$ cat src/rtl/adc_seq_pkg.sv
package adc_seq_pkg;
  typedef enum logic [1:0] {
    ST_IDLE   = 2'd0,
    ST_SAMPLE = 2'd1,
    ST_CONV   = 2'd2
  } seq_state_e;

  localparam int unsigned CONV_CYCLES = 13;
  localparam int unsigned SAMPLE_BASE = 4;
endpackage

$ cat src/rtl/adc_seq_prediv.sv
module adc_seq_prediv #(
  parameter int unsigned DIV = 4
) (
  input  logic clk_i,
  input  logic rst_ni,
  input  logic div_en_i,
  output logic tick_o
);
  localparam int unsigned DW = (DIV > 1) ? $clog2(DIV) : 1;
  localparam logic [DW-1:0] LAST = DW'(DIV - 1);

  logic [DW-1:0] cnt_q;

  // counter parked at zero while bypassed so enabling starts from a known phase
  always_ff @(posedge clk_i or negedge rst_ni) begin
    if (!rst_ni) cnt_q <= '0;
    else if (!div_en_i || cnt_q == LAST) cnt_q <= '0;
    else cnt_q <= cnt_q + 1'b1;
  end

  assign tick_o = !div_en_i || (cnt_q == LAST);
endmodule

$ cat src/rtl/adc_seq_trig_sync.sv
module adc_seq_trig_sync #(
  parameter int unsigned STAGES = 2
) (
  input  logic clk_i,
  input  logic rst_ni,
  input  logic tick_i,
  input  logic trig_i,
  output logic lvl_o,
  output logic rise_o
);
  logic [STAGES-1:0] sync_q;
  logic              last_q;

  always_ff @(posedge clk_i or negedge rst_ni) begin
    if (!rst_ni) begin
      sync_q <= '0;
      last_q <= 1'b0;
    end else if (tick_i) begin
      sync_q <= {sync_q[STAGES-2:0], trig_i};
      last_q <= sync_q[STAGES-1];
    end
  end

  assign lvl_o  = sync_q[STAGES-1];
  assign rise_o = sync_q[STAGES-1] & ~last_q;
endmodule

$ cat src/rtl/adc_seq_fsm.sv
module adc_seq_fsm
  import adc_seq_pkg::*;
#(
  parameter int unsigned SEL_W = 2
) (
  input  logic             clk_i,
  input  logic             rst_ni,
  input  logic             tick_i,
  input  logic             enable_i,
  input  logic             ext_mode_i,
  input  logic [SEL_W-1:0] sample_sel_i,
  input  logic             trig_lvl_i,
  input  logic             trig_rise_i,
  input  logic             sw_start_i,
  output logic             sample_o,
  output logic             convert_o,
  output logic             busy_o,
  output logic             conv_end_o
);
  localparam int unsigned MAX_SAMP  = SAMPLE_BASE << ((1 << SEL_W) - 1);
  localparam int unsigned CNT_MAX   = (MAX_SAMP > CONV_CYCLES) ? MAX_SAMP : CONV_CYCLES;
  localparam int unsigned CNT_W     = $clog2(CNT_MAX);
  localparam logic [CNT_W-1:0] CONV_LAST = CNT_W'(CONV_CYCLES - 1);
  localparam logic [CNT_W:0]   BASE      = (CNT_W + 1)'(SAMPLE_BASE);

  seq_state_e       state_q, state_d;
  logic [CNT_W-1:0] cnt_q, cnt_d;
  logic             gated_q, gated_d;
  logic             sw_pend_q;
  logic [CNT_W:0]   samp_len;
  logic [CNT_W-1:0] samp_last;
  logic             start_ok;

  assign samp_len  = BASE << sample_sel_i;
  assign samp_last = CNT_W'(samp_len - 1'b1);
  assign start_ok  = enable_i & (trig_rise_i | sw_start_i | sw_pend_q);

  always_comb begin
    state_d    = state_q;
    cnt_d      = cnt_q;
    gated_d    = gated_q;
    conv_end_o = 1'b0;
    if (tick_i) begin
      case (state_q)
        ST_IDLE: begin
          if (start_ok) begin
            state_d = ST_SAMPLE;
            cnt_d   = '0;
            gated_d = ext_mode_i & trig_rise_i;
          end
        end
        ST_SAMPLE: begin
          if (gated_q ? !trig_lvl_i : (cnt_q == samp_last)) begin
            state_d = ST_CONV;
            cnt_d   = '0;
          end else begin
            cnt_d = cnt_q + 1'b1;
          end
        end
        ST_CONV: begin
          if (cnt_q == CONV_LAST) begin
            state_d    = ST_IDLE;
            conv_end_o = 1'b1;
          end else begin
            cnt_d = cnt_q + 1'b1;
          end
        end
        default: state_d = ST_IDLE;
      endcase
    end
  end

  always_ff @(posedge clk_i or negedge rst_ni) begin
    if (!rst_ni) begin
      state_q   <= ST_IDLE;
      cnt_q     <= '0;
      gated_q   <= 1'b0;
      sw_pend_q <= 1'b0;
    end else begin
      state_q <= state_d;
      cnt_q   <= cnt_d;
      gated_q <= gated_d;
      // software request waits for the next ADC tick, then is consumed or dropped
      if (tick_i) sw_pend_q <= 1'b0;
      else if (sw_start_i) sw_pend_q <= 1'b1;
    end
  end

  assign sample_o  = (state_q == ST_SAMPLE);
  assign convert_o = (state_q == ST_CONV);
  assign busy_o    = (state_q != ST_IDLE);
endmodule

$ cat src/rtl/adc_seq_result.sv
module adc_seq_result #(
  parameter int unsigned RES_W = 12
) (
  input  logic             clk_i,
  input  logic             rst_ni,
  input  logic             capture_i,
  input  logic [RES_W-1:0] data_i,
  input  logic             rd_i,
  input  logic             clr_i,
  output logic [RES_W-1:0] result_o,
  output logic             done_o,
  output logic             irq_o
);
  always_ff @(posedge clk_i or negedge rst_ni) begin
    if (!rst_ni) begin
      result_o <= '0;
      done_o   <= 1'b0;
      irq_o    <= 1'b0;
    end else begin
      done_o <= capture_i;
      if (capture_i) result_o <= data_i;
      // a finishing conversion beats a clear in the same cycle
      if (capture_i) irq_o <= 1'b1;
      else if (rd_i || clr_i) irq_o <= 1'b0;
    end
  end
endmodule

$ cat src/rtl/adc_conv_seq.sv
module adc_conv_seq #(
  parameter int unsigned RES_W       = 12,
  parameter int unsigned SEL_W       = 2,
  parameter int unsigned PREDIV      = 4,
  parameter int unsigned SYNC_STAGES = 2
) (
  input  logic             clk_i,
  input  logic             rst_ni,
  input  logic             enable_i,
  input  logic             ext_mode_i,
  input  logic [SEL_W-1:0] sample_sel_i,
  input  logic             div4_i,
  input  logic             trig_i,
  input  logic             sw_start_i,
  input  logic [RES_W-1:0] sar_data_i,
  input  logic             rd_i,
  input  logic             flag_clr_i,
  output logic             sample_o,
  output logic             convert_o,
  output logic             busy_o,
  output logic             done_o,
  output logic             irq_o,
  output logic [RES_W-1:0] result_o
);
  logic tick, trig_lvl, trig_rise, conv_end;

  adc_seq_prediv #(.DIV(PREDIV)) u_prediv (
    .clk_i    (clk_i),
    .rst_ni   (rst_ni),
    .div_en_i (div4_i),
    .tick_o   (tick)
  );

  adc_seq_trig_sync #(.STAGES(SYNC_STAGES)) u_sync (
    .clk_i  (clk_i),
    .rst_ni (rst_ni),
    .tick_i (tick),
    .trig_i (trig_i),
    .lvl_o  (trig_lvl),
    .rise_o (trig_rise)
  );

  adc_seq_fsm #(.SEL_W(SEL_W)) u_fsm (
    .clk_i        (clk_i),
    .rst_ni       (rst_ni),
    .tick_i       (tick),
    .enable_i     (enable_i),
    .ext_mode_i   (ext_mode_i),
    .sample_sel_i (sample_sel_i),
    .trig_lvl_i   (trig_lvl),
    .trig_rise_i  (trig_rise),
    .sw_start_i   (sw_start_i),
    .sample_o     (sample_o),
    .convert_o    (convert_o),
    .busy_o       (busy_o),
    .conv_end_o   (conv_end)
  );

  adc_seq_result #(.RES_W(RES_W)) u_result (
    .clk_i     (clk_i),
    .rst_ni    (rst_ni),
    .capture_i (conv_end),
    .data_i    (sar_data_i),
    .rd_i      (rd_i),
    .clr_i     (flag_clr_i),
    .result_o  (result_o),
    .done_o    (done_o),
    .irq_o     (irq_o)
  );
endmodule

$ cat config.mk
export PLATFORM = sky130hd
export DESIGN_NAME = adc_conv_seq
export DESIGN_NICKNAME = d
export VERILOG_FILES = /design/src/rtl/adc_seq_pkg.sv /design/src/rtl/adc_seq_prediv.sv /design/src/rtl/adc_seq_trig_sync.sv /design/src/rtl/adc_seq_fsm.sv /design/src/rtl/adc_seq_result.sv /design/src/rtl/adc_conv_seq.sv
export SDC_FILE = /design/constraint.sdc
export NUM_CORES = 1
export LEC_CHECK = 0
export ABC_AREA = 0
export CORE_MARGIN = 5
export CORE_UTILIZATION = 55
export CTS_BUF_LIST = sky130_fd_sc_hd__clkbuf_4
export DETAILED_ROUTE_END_ITERATION = 16
export DONT_BUFFER_PORTS = 1
export HOLD_SLACK_MARGIN = 0.06
export PLACE_DENSITY = 0.7
export SYNTH_ARGS = -nofsm -noshare
export SYNTH_HDL_FRONTEND = slang
export SYNTH_SLANG_ARGS = --single-unit
$ cat constraint.sdc
create_clock -name clk_i -period 2 [get_ports clk_i]
set_input_delay 0.2 -clock clk_i [delete_from_list [all_inputs] [get_ports clk_i]]
set_output_delay 0.2 -clock clk_i [all_outputs]
set_load 0.05 [all_outputs]
# ---- Word level (Yosys, flattened, before mapping)
# Cells that the tools add are included.
dict set report op_classes {
  add_sub_neg 3
  eq_ne 9
  shift 1
  n_mux 17
  n_bitwise 6
  n_reduce_logical 12
}
# operator n
set op_table {}
lappend op_table {{$mux W5} 3}
lappend op_table {{$pmux W5 S3} 1}
lappend op_table {{$mux W1} 8}
lappend op_table {{$mux W2} 4}
lappend op_table {{$reduce_and A4 Y1} 2}
lappend op_table {{$ne A2 B1 Y1 const B} 3}
lappend op_table {{$pmux W2 S3} 1}
lappend op_table {{$reduce_bool A2 Y1} 3}
lappend op_table {{$add A5 B1 Y5 const B} 1}
lappend op_table {{$eq A5 B4 Y1 const B} 1}
lappend op_table {{$eq A5 B5 Y1} 1}
lappend op_table {{$shl A3 B2 Y5 const A} 1}
lappend op_table {{$sub A5 B1 Y5 const B} 1}
lappend op_table {{$eq A2 B2 Y1 const B} 2}
lappend op_table {{$and A1 B1 Y1} 3}
lappend op_table {{$reduce_and A3 Y1} 1}
lappend op_table {{$reduce_bool A3 Y1} 1}
lappend op_table {{$add A2 B1 Y2 const B} 1}
lappend op_table {{$eq A2 B1 Y1 const B} 1}
lappend op_table {{$logic_not A1 Y1} 2}
lappend op_table {{$logic_not A2 Y1} 1}
lappend op_table {{$logic_or A1 B1 Y1} 2}
lappend op_table {{$ne A2 B2 Y1 const B} 1}
lappend op_table {{$or A1 B1 Y1} 2}
lappend op_table {{$not A1 Y1} 1}
dict set report totals {
  ff_bits 28
  input_bits 23
  output_inout_bits 17
  wordCells 58
}

# ---- Depth between registers and ports, before layout
# Gate-level depths: netlist (run 1).
dict set report logic_depth {
  word_depth 7
  mapped_depth 8
  depth_no_buf 7
}

# ---- Modules after synthesis
# From an unflattened synthesis (run 1), not the netlist that was laid out.
dict set report unflattened {
  cells_unflattened 114
  hier_area_um2 1397.6
}
# module instances cells_per_inst area_each_um2 seq_area_each_um2
set modules_own_cells {}
lappend modules_own_cells {adc_seq_fsm 1 72 649.4 225.2}
lappend modules_own_cells {adc_seq_result 1 29 543.0 350.3}
lappend modules_own_cells {adc_seq_trig_sync 1 7 115.1 75.1}
lappend modules_own_cells {adc_seq_prediv 1 6 90.1 50.0}

# ---- Worst setup path before layout (run 1)
# No wires, ideal clock.
dict set report synth_timing {
  path_kind {register to register}
  from {reg u_fsm.state_q[0]}
  to {reg u_fsm.cnt_q[3]}
  setup_ns 0.080
  t_arrival_ns 1.882
  required_ns 1.920
  path_slack_ns 0.037
  stages_incl_launch_ff 7
  n_path_buf 0
  period_less_slack_ns 1.963
  path_cell_list {dfrtp_1 inv_1 ha_1 a21o_1 a211o_1 or3_1 o211ai_2}
}
dict set report synth_between {
  elab_chain_len 3
  elab_cells_between_ends 8
  cone_classes {eq/ne: 4; mux: 1; reduce/logical: 3}
}
# item line_no
set synth_lines {}
lappend synth_lines {{start, declared} adc_seq_fsm.sv:26} ;# seq_state_e state_q, state_d;
lappend synth_lines {{start signal, assigned} adc_seq_fsm.sv:80} ;# state_q <= state_d;
lappend synth_lines {{$eq A2 B2 Y1 *} -}
lappend synth_lines {{via convert_o} adc_conv_seq.sv:19} ;# output logic convert_o,
lappend synth_lines {{$ne A2 B2 Y1 (no source line) or $reduce_bool A3 Y1 (tied branches)} -}
lappend synth_lines {{$reduce_and A4 Y1 (no source line)} -}
lappend synth_lines {{end signal, assigned} adc_seq_fsm.sv:81} ;# cnt_q <= cnt_d;
lappend synth_lines {{end, declared} adc_seq_fsm.sv:27} ;# logic [CNT_W-1:0] cnt_q, cnt_d;
# Mark *: on every way through the listed nets, which the timed path passes. The rest lies on a longest branch.
# A chain may end at the register's enable or synchronous reset.

# ---- Final worst setup path (run 1)
dict set report layout_timing {
  from {reg u_fsm.cnt_q[1]}
  to {reg u_fsm.state_q[0]}
}
dict set report layout_between {
  elab_chain_len 4
  elab_cells_between_ends 6
  cone_classes {eq/ne: 4; mux: 1; reduce/logical: 1}
}
# item line_no
set layout_lines {}
lappend layout_lines {{$eq A5 B5 Y1} adc_seq_fsm.sv:53} ;# if (gated_q ? !trig_lvl_i : (cnt_q == samp_last)) begin
lappend layout_lines {{$mux W1} adc_seq_fsm.sv:53}
lappend layout_lines {{$ne A2 B1 Y1 (no source line)} -}
lappend layout_lines {{$reduce_and A4 Y1 (no source line) *} -}
# Mark *: on every way between the ends. The rest lies on a longest branch, timed or not.

==> run_results.csv, run 1 <==
group,metric,value,unit
run_status,outcome,"completed",
floorplan,die_h,59.96,um
worst_hold_path,min_path_type,"in2reg",
routing,avgRoutedWirePerCell,14.35,um
setup_path,endpoint,"u_fsm.state_q[0]",
power,leakage,0.8642,nW
floorplan,coreArea,2432,sq um
yosys,netlist_area,1373,sq um
sta,fin_ws,0.06255,ns
sta,period_needed,1.937,ns
yosys,yosysUniqueCellTypes,33,
finish,diodes,0,
global_route,grt_pass1_vias,1199,
yosys,synth_seq_cells,28,
yosys,ys_warn_count,0,
global_route,antenna_found_initial,0,
finish,seq_area,700.7,sq um
yosys,synth_async_sr_flop_share,100.0,%
sta,hold_viol,0,
placement,place_congestion,0.7752,
global_route,grt_use_total,18.90,%
cts,cts_tree,"yes",
cts,clock-root-buffer,"clkbuf_4",
setup_path,path_cells,"inv_1 > ha_1 > and4b_4 > inv_1 > a221o_1 > a31oi_2 > mux2_2",
floorplan,start_util,56.43,%
cts,cts_made_buffers,3,
setup_path,cp_max_fo,3,
sta,finalCritPeriodShare,96.87,%
setup_path,r2r-start,"u_fsm.cnt_q[1]",
power,p_per_area,1166,nW/um^2
sta,slew-limit-headroom,67.12,%
routing,vias_per_cell,5.652,
cts,cts_sinks,28,
yosys,synthCells,150,
power,irDropWorstVdd,0.0008904,V
routing,antenna_left,0,
sta,final.setup_skew,0.01028,ns
sta,max_freq,516.1,MHz
placement,dpl.hpwl,2122,um
global_route,grt_max_degree,29,
finish,layout-drive-gt1-share,12.78,%
cts,cts_buffer_depth,2,
routing,drc,0,
floorplan,rows,18,
floorplan,fp.dieW,59.96,um
finish,fill_cells,185,
setup_path,cp_slowest_cell,"dfrtp_1",
sta,drv_slew,0,
finish,multi_input_area,636.9,sq um
setup_path,reg2reg_depth,7,
routing,drtPass1Iterations,4,
cts,insertion_delay,0.33,ns
finish,layout.nets,212,
routing,routed_wl,3014,um
floorplan,ios,40,
sta,setup_viol,0,
setup_path,crit_type,"reg2reg",
setup_path,worstSetupEndpointType,"flip-flop",
sta,tightest_slew,0.4932,ns
placement,numPortBuffers,0,
global_route,grt_pass1_wl,5181,um
sta,fin_hold_ws,0.1372,ns
yosys,synth.avg_cell_area,9.150,sq um
finish,synthToLayoutAreaGrowth,24.07,%
job,maxCapViolCount,0,
setup_path,max_stage_delay,0.42,ns
routing,drtIter0Drc,52,
floorplan,die-area,3595,sq um
power,finalPower,1.985,mW
placement,detailedPlace.worstSlack,0.04370,ns
yosys,synth_ff_type,"dfrtp_1",
cts,htree_num_levels,1,
global_route,grt_overflow,0,
setup_path,cpMostUsedCell,"inv_1",
setup_path,worstSetupStartpoint,"u_fsm.cnt_q[1]",
yosys,ys_seq_area_share,51.05,%
setup_path,worstPathRequired,2.24,ns
yosys,synth_nets,181,
setup_path,cp-start-kind,"flip-flop",
setup_path,r2r-end,"u_fsm.state_q[0]",
finish,fin_util,70.01,%
yosys,synth_edf_count,0,
routing,vias,1187,
setup_path,arrival,2.17,ns
setup_path,r2r_setup_slack,0.06,ns
cts,clk_pin_slew,0.15,ns
[synth_stat cells, types with 2 or more instances]
cell	count	share of area, %
a31oi_1	2	0.91
clkbuf_1	2	0.55
dfrtp_1	28	51
ha_1	8	7.3
inv_1	9	2.5
nand2_1	54	15
nand2b_1	3	1.4
nand3_1	6	2.2
nor2_1	7	1.9
nor2b_1	3	1.4
nor3_1	2	0.73
o211ai_1	2	1.1
o21ai_0	4	1.5
[cells in the final DEF (no fill, tap or decap), drive strengths merged, types with 2 or more instances in the layout]
cell type / count
nand2: 54
dfrtp: 28
dlygate4sd3: 18
buf: 10
inv: 9
ha: 8
nor2: 7
nand3: 6
o21ai: 5
nand2b: 3
nor2b: 3
clkbuf: 3
o211ai: 3
nor3: 2
and2: 2
a31oi: 2
[repair_timing]
item | 4_1_cts | 5_1_grt
hold buffers | 19 | 0
endpoints found under the hold margin | 44 | 0
buffers inserted | 0 | 2
resized for setup | 0 | 2
endpoints found under the setup margin | 0 | 4
[where the power goes]
part	leakage [nW]	internal (mW)	switching, mW
combinational	0.473	0.308	0.477
clock	0.0154	0.0732	0.164
sequential	0.376	0.688	0.274
[logic make-up after synthesis]
family	after synthesis	synth area share, %
AND/OR/NAND/NOR	81	25.80
flip-flops	28	51.05
AO/OA/AOI/OAI	21	12.03
buffers and inverters	11	3.008
adder cells (fa/ha/maj)	8	7.293
multiplexers	1	0.8204
[sequential cells by signal (all words and copies together) (netlist names)]
signal             flops
u_result.result_o     12
u_fsm.cnt_q            5
u_fsm.state_q          2
u_prediv.cnt_q         2
u_sync.sync_q          2
u_fsm.gated_q          1
u_fsm.sw_pend_q        1
u_result.done_o        1
u_result.irq_o         1
u_sync.last_q          1
[how the worst min path moves through the flow]
stage	startpoint	end	cells after the start	slack [ns]
finish	enable_i	u_fsm.gated_q	3	0.14
detailed placement	rst_ni	u_fsm.state_q[1]	0	-0.09
global route	enable_i	u_fsm.gated_q	3	0.15
global placement	rst_ni	u_fsm.state_q[1]	0	-0.09
floorplan	rst_ni	u_fsm.cnt_q[0]	0	-0.1
CTS	div4_i	u_prediv.cnt_q[0]	2	0.14
[critical path: cells and delay by family, from the launching register on]
family / cells / cell delay (ns)
compound gates: 2 / 0.56
fa+ha+maj: 1 / 0.14
buf+inv: 2 / 0.12
flops: 1 / 0.42
mux: 1 / 0.35
simple gates: 1 / 0.25
[stage by stage]
| stage | cells | area (sq um) | setup TNS [ns] |
|---|---|---|---|
| floorplan | 150 | 1373 | 0 |
| global placement | 185 | 1455 | 0 |
| detailed placement | 185 | 1455 | 0 |
| CTS | 208 | 1682 | 0 |
| global route | 210 | 1703 | -0.01799 |
| finish | 210 | 1703 | 0 |
[routing by layer]
| metal | global-route usage (%) | wire [um] | vias up |
|---|---|---|---|
| met5 | 0 | 0 | - |
| met4 | 4.747 | 20 | 0 |
| met3 | 4.968 | 236 | 2 |
| met2 | 34.88 | 1537 | 47 |
| met1 | 21.33 | 1219 | 581 |
| li1 | - | - | 557 |
[final cells by class]
type,count,share of cell area (%)
multi-input cells,111,37.40
well taps,30,2.204
repair buffers,28,15.72
flip-flops and latches,28,41.15
inverters,9,1.984
clock buffers,3,1.323
clock inverters,1,0.2204
Power figures use the tool's default switching activity.
==> run 2, diff against run 1 <==
--- a/config.mk
+++ b/config.mk
@@ -6,7 +6,7 @@
 export NUM_CORES = 1
 export LEC_CHECK = 0
 export ABC_AREA = 0
-export CORE_MARGIN = 5
+export CORE_MARGIN = 8
 export CORE_UTILIZATION = 55
 export CTS_BUF_LIST = sky130_fd_sc_hd__clkbuf_4
 export DETAILED_ROUTE_END_ITERATION = 16
==> run 2 against run 1 <==
Effect of this change:
- cell count did not move
- wire length grew 7.4%
- die area up 21%
- register-to-register slack worse by 0.02 ns
- highest routed layer unchanged
- worst setup slack got worse by 0.020 ns
- combinational power increased by 3.2%
- via count shrank 1.3%
- sequential power rose by 0.5%
- critical endpoint unchanged
==> run_results.csv, run 2 (synthesis gave the netlist of run 1 again) <==
group,metric,value,unit
placement,numPortBuffers,0,
sta,fin_ws,0.04262,ns
finish,fill_cells,168,
routing,drtPass1Iterations,4,
sta,period_needed,1.957,ns
setup_path,cpMostUsedCell,"inv_1",
power,p_sw,0.9225,mW
sta,fin_hold_ws,0.1528,ns
job,maxCapViolCount,0,
worst_hold_path,hp-start,"div4_i",
setup_path,path_cells,"inv_1 > ha_1 > and4b_4 > inv_1 > a221o_1 > a31oi_2 > mux2_2",
placement,dp.cells,186,
routing,avgRoutedWirePerCell,15.41,um
floorplan,die-area,4350,sq um
setup_path,worstPathRequired,2.22,ns
setup_path,cp_max_fo,3,
global_route,grt_overflow,0,
power,seq_power_share,48.4,%
power,swShare,46.16,%
power,p_per_area,1171,nW/um^2
setup_path,r2r-end,"u_fsm.state_q[0]",
global_route,antenna_found_initial,0,
worst_hold_path,min_path_type,"in2reg",
sta,max_freq,510.9,MHz
finish,layout.nets,213,
sta,finalCritPeriodShare,97.87,%
cts,htree_num_levels,1,
finish,top_register,"u_result.result_o",
cts,insertion_delay,0.31,ns
global_route,grt_max_degree,29,
finish,mostFrequentLayoutCells,"nand2_1 (54), dfrtp_1 (28), dlygate4sd3_1 (18), buf_4 (10)",
routing,vias,1171,
cts,cts_buffer_depth,2,
floorplan,rows,18,
finish,synthToLayoutAreaGrowth,24.34,%
sta,setup_viol,0,
floorplan,coreArea,2410,sq um
setup_path,r2r-start,"u_fsm.cnt_q[1]",
sta,drv_slew,0,
routing,routed_wl,3236,um
sta,slew-limit-headroom,66.92,%
setup_path,cp_slowest_cell,"dfrtp_1",
finish,reg_top3,"u_result.result_o x12, u_fsm.cnt_q x5",
cts,cts_tree,"yes",
finish,stdcell_count,210,
cts,cts_sinks,28,
run_status,outcome,"completed",
routing,drtIter0Drc,66,
finish,diodes,0,
floorplan,die_h,65.96,um
setup_path,crit_type,"reg2reg",
floorplan,start_util,56.96,%
global_route,grt_use_total,15.39,%
setup_path,cp-start-kind,"flip-flop",
routing,drc,0,
global_route,grt_pass1_vias,1231,
setup_path,r2r_setup_slack,0.04,ns
placement,dpl.hpwl,2220,um
routing,antenna_left,0,
routing,vias_per_cell,5.576,
setup_path,arrival,2.18,ns
power,leakage,0.8674,nW
sta,tightest_slew,0.4961,ns
placement,place_congestion,0.9542,
power,finalPower,1.998,mW
finish,largest_reg_flops,12,
cts,cts_made_buffers,3,
global_route,grt_pass1_wl,5354,um
cts,clock-root-buffer,"clkbuf_4",
power,irDropWorstVdd,0.0009483,V
sta,hold_viol,0,
sta,final.setup.tns,0,ns
sta,final.setup_skew,0.005656,ns
setup_path,worstSetupEndpointType,"flip-flop",
floorplan,ios,40,
power,p_clk_share,11.0,%
power,combinationalPowerShare,40.5,%
placement,detailedPlace.worstSlack,0.02907,ns
finish,layout_commonest_cell,"nand2_1",
finish,layout-drive-gt1-share,13.33,%
power,p_int,1.076,mW
setup_path,max_stage_delay,0.42,ns
floorplan,fp.dieW,65.96,um
setup_path,reg2reg_depth,7,
cts,clk_pin_slew,0.14,ns
worst_hold_path,min_to,"u_prediv.cnt_q[0]",
worst_hold_path,hold_depth,2,
run 2: repair_timing:
action / CTS / global route
resized for setup: 0 / 2
endpoints found under the setup margin: 0 / 2
hold buffers: 19 / 0
endpoints found under the hold margin: 44 / 0
buffers inserted: 0 / 2
run 2: routing by layer:
layer	wire, um	track usage [%]	up-vias
li1	-	-	559
met1	1257	16.86	569
met2	1657	26.67	39
met3	286	5.085	4
met4	34	6.400	0
met5	0	0	-
run 2: layout make-up:
type                       count  area, sq um  area share (%)
inverter                       9        33.78           1.979
clock buffer                   3        22.52           1.320
timing repair buffer          29        275.3           16.13
multi-input combinational    111        636.9           37.32
sequential                    28        700.7           41.06
tap                           30        37.54           2.199
run 2: worst max-delay path, delay by kind of cell, from the launching register on:
kind | cells | cell delay, ns
buffers and inverters | 2 | 0.13
muxes | 1 | 0.35
AOI/OAI and AO/OA | 2 | 0.54
DFF | 1 | 0.42
adders and majority gates | 1 | 0.15
and+or+nand+nor | 1 | 0.26
run 2: worst max-delay path by stage:
stage                startpoint                to  cells past startpoint
4_1_cts          u_fsm.cnt_q[0]  u_fsm.state_q[0]                      7
2_1_floorplan  u_fsm.state_q[0]    u_fsm.cnt_q[3]                      6
3_3_place_gp     u_fsm.cnt_q[0]  u_fsm.state_q[0]                      7
6_report         u_fsm.cnt_q[1]  u_fsm.state_q[0]                      7
5_1_grt          u_fsm.cnt_q[1]  u_fsm.state_q[0]                      7
3_5_place_dp     u_fsm.cnt_q[0]  u_fsm.state_q[0]                      7
run 2: stage by stage:
stage	utilization (%)	cell area [sq um]
after detailed placement	60.70	1463
after global routing	70.82	1707
final	70.82	1707
after CTS	69.94	1685
after floorplan	-	1373
after global placement	60.70	1463
run 2: power by group through the flow:
stage	Sequential (mW)	Combinational [mW]	Clock (mW)
floorplan	0.951	0.519	0
global placement	0.969	0.690	0
detailed placement	0.976	0.716	0
CTS	0.965	0.763	0.227
global route	0.986	0.894	0.246
finish	0.968	0.810	0.221
==> run 3, diff against run 2 <==
--- a/config.mk
+++ b/config.mk
@@ -6,7 +6,7 @@
 export NUM_CORES = 1
 export LEC_CHECK = 0
 export ABC_AREA = 0
-export CORE_MARGIN = 8
+export CORE_MARGIN = 2
 export CORE_UTILIZATION = 55
 export CTS_BUF_LIST = sky130_fd_sc_hd__clkbuf_4
 export DETAILED_ROUTE_END_ITERATION = 16
==> run 3 against run 2 <==
Effect of this change:
- combinational power grew 2%
- worst hold slack got worse by 0.0019 ns
- largest cell class unchanged
- global-route usage rose by 8.0 points
- first-iteration DRC count down 52%
- core utilization grew 1.7 points
- maximum frequency grew 0.19%
- critical endpoint unchanged
- highest routed layer unchanged
- critical path type unchanged
==> run_results.csv, run 3 (synthesis gave the netlist of run 1 again) <==
group,metric,value,unit
run_status,outcome,"completed",
routing,routed_wl,2900,um
cts,cts_sinks,28,
setup_path,path_cells,"inv_1 > ha_1 > and4b_4 > inv_1 > a221o_1 > a31oi_2 > mux2_2",
routing,vias,1153,
sta,period_needed,1.954,ns
setup_path,crit_type,"reg2reg",
global_route,grt_max_degree,29,
cts,insertion_delay,0.33,ns
floorplan,coreArea,2410,sq um
sta,max_freq,511.9,MHz
power,irDropWorstVdd,0.0009926,V
setup_path,max_stage_delay,0.41,ns
floorplan,ios,40,
finish,fill_cells,171,
cts,cts_made_buffers,3,
finish,synthToLayoutAreaGrowth,27.26,%
setup_path,crit_family,"compound AO/OA/AOI/OAI gates",
routing,antenna_left,0,
sta,finalCritPeriodShare,97.68,%
finish,top_register,"u_result.result_o",
setup_path,arrival,2.18,ns
cts,htree_num_levels,1,
setup_path,cpMostUsedCell,"inv_1",
cts,clk_pin_slew,0.15,ns
global_route,antenna_found_initial,0,
setup_path,cp_max_fo,3,
finish,layout_commonest_cell,"nand2_1",
placement,dp.cells,185,
cts,clock-root-buffer,"clkbuf_4",
worst_hold_path,hp-start,"div4_i",
finish,mostFrequentLayoutCells,"nand2_1 (54), dfrtp_1 (28), dlygate4sd3_1 (18), buf_4 (11), inv_1 (8)",
power,finalPower,2.145,mW
finish,layout.nets,214,
floorplan,start_util,56.96,%
power,p_per_area,1228,nW/um^2
placement,numPortBuffers,0,
setup_path,crit_buf_inv,2,
setup_path,cp-start-kind,"flip-flop",
setup_path,r2r_setup_slack,0.05,ns
global_route,grt_pass1_vias,1091,
worst_hold_path,hold_depth,2,
routing,drc,0,
global_route,grt_use_total,23.38,%
setup_path,cp_num_cells,7,
finish,reg_top3,"u_result.result_o x12, u_fsm.cnt_q x5",
routing,drtIter0Drc,32,
sta,final.setup_skew,0.007884,ns
sta,hold_viol,0,
setup_path,reg2reg_depth,7,
floorplan,fp.dieW,53.96,um
finish,layout-drive-gt1-share,14.84,%
routing,vias_per_cell,5.439,
worst_hold_path,min_to,"u_prediv.cnt_q[0]",
sta,drv_slew,0,
sta,tightest_slew,0.5021,ns
setup_path,worstSetupEndpointType,"flip-flop",
finish,diodes,0,
finish,stdcell_count,212,
worst_hold_path,min_path_type,"in2reg",
floorplan,die_h,53.96,um
cts,cts_buffer_depth,2,
setup_path,cp_slowest_cell,"dfrtp_1",
cts,cts_tree,"yes",
setup_path,worstPathRequired,2.22,ns
global_route,grt_overflow,0,
power,leakage,0.8842,nW
job,maxCapViolCount,0,
floorplan,die-area,2911,sq um
setup_path,r2r-start,"u_fsm.cnt_q[1]",
global_route,grt_pass1_wl,4823,um
sta,fin_hold_ws,0.1509,ns
sta,slew-limit-headroom,66.53,%
placement,dpl.hpwl,1894,um
sta,setup_viol,0,
placement,place_congestion,0.9506,
finish,largest_reg_flops,12,
routing,avgRoutedWirePerCell,13.68,um
routing,drtPass1Iterations,4,
setup_path,r2r-end,"u_fsm.state_q[0]",
floorplan,rows,18,
[run 3: worst max path at each step]
stage                  endpoint             start  slack [ns]
2_1_floorplan    u_fsm.cnt_q[3]  u_fsm.state_q[0]        0.04
3_3_place_gp   u_fsm.state_q[0]    u_fsm.cnt_q[0]         0.1
3_5_place_dp   u_fsm.state_q[0]    u_fsm.cnt_q[0]      -0.002
4_1_cts        u_fsm.state_q[0]    u_fsm.cnt_q[0]        0.02
5_1_grt        u_fsm.state_q[0]    u_fsm.cnt_q[1]       -0.01
6_report       u_fsm.state_q[0]    u_fsm.cnt_q[1]        0.05
[run 3: timing repair]
action                                 in CTS  in global routing
setup endpoints to repair                   1                  2
resized for setup                           1                  2
cloned                                      0                  0
hold buffers                               19                  0
buffers inserted                            1                  3
endpoints found under the hold margin      44                  0
pin swaps                                   0                  1
[run 3: metrics by stage]
stage	instance area (sq um)	TNS (ns)	setup WS (ns)	utilization, %
final	1747	0	0.04640	72.48
after global routing	1747	-0.01541	-0.01375	72.48
after CTS	1722	0	0.01598	71.44
after detailed placement	1455	-0.002194	-0.002194	60.38
after global placement	1455	0	0.09956	60.38
after floorplan	1373	0	0.03746	-
[run 3: worst register-to-register path, delay by kind of cell (launching register included)]
kind | cells | cell delay (ns)
compound gates | 2 | 0.54
fa+ha+maj | 1 | 0.15
buf+inv | 2 | 0.12
flops | 1 | 0.41
mux | 1 | 0.36
simple gates | 1 | 0.26
[run 3: power breakdown]
| part | switching [mW] | internal [mW] | leakage (nW) |
|---|---|---|---|
| clock network | 0.160 | 0.203 | 0.0279 |
| logic | 0.493 | 0.331 | 0.481 |
| registers | 0.269 | 0.688 | 0.376 |
| total | 0.923 | 1.22 | 0.884 |
[run 3: area by class of cell]
| type | instances | area [sq um] | share of cell area [%] |
|---|---|---|---|
| Sequential cell | 28 | 700.7 | 40.11 |
| Timing Repair Buffer | 30 | 282.8 | 16.19 |
| Clock buffer | 3 | 22.52 | 1.289 |
| Multi-Input combinational cell | 111 | 639.4 | 36.60 |
| Inverter | 9 | 33.78 | 1.934 |
| Clock inverter | 1 | 30.03 | 1.719 |
| Tap cell | 30 | 37.54 | 2.149 |
[run 3: per-layer routing]
metal | GRT usage [%] | vias to the layer above | share of wire (%)
met2 | 37.80 | 36 | 48
met1 | 30.90 | 546 | 45
met3 | 4.722 | 7 | 4.9
met4 | 8.974 | 0 | 1.9
met5 | 0 | - | 0
li1 | - | 564 | -
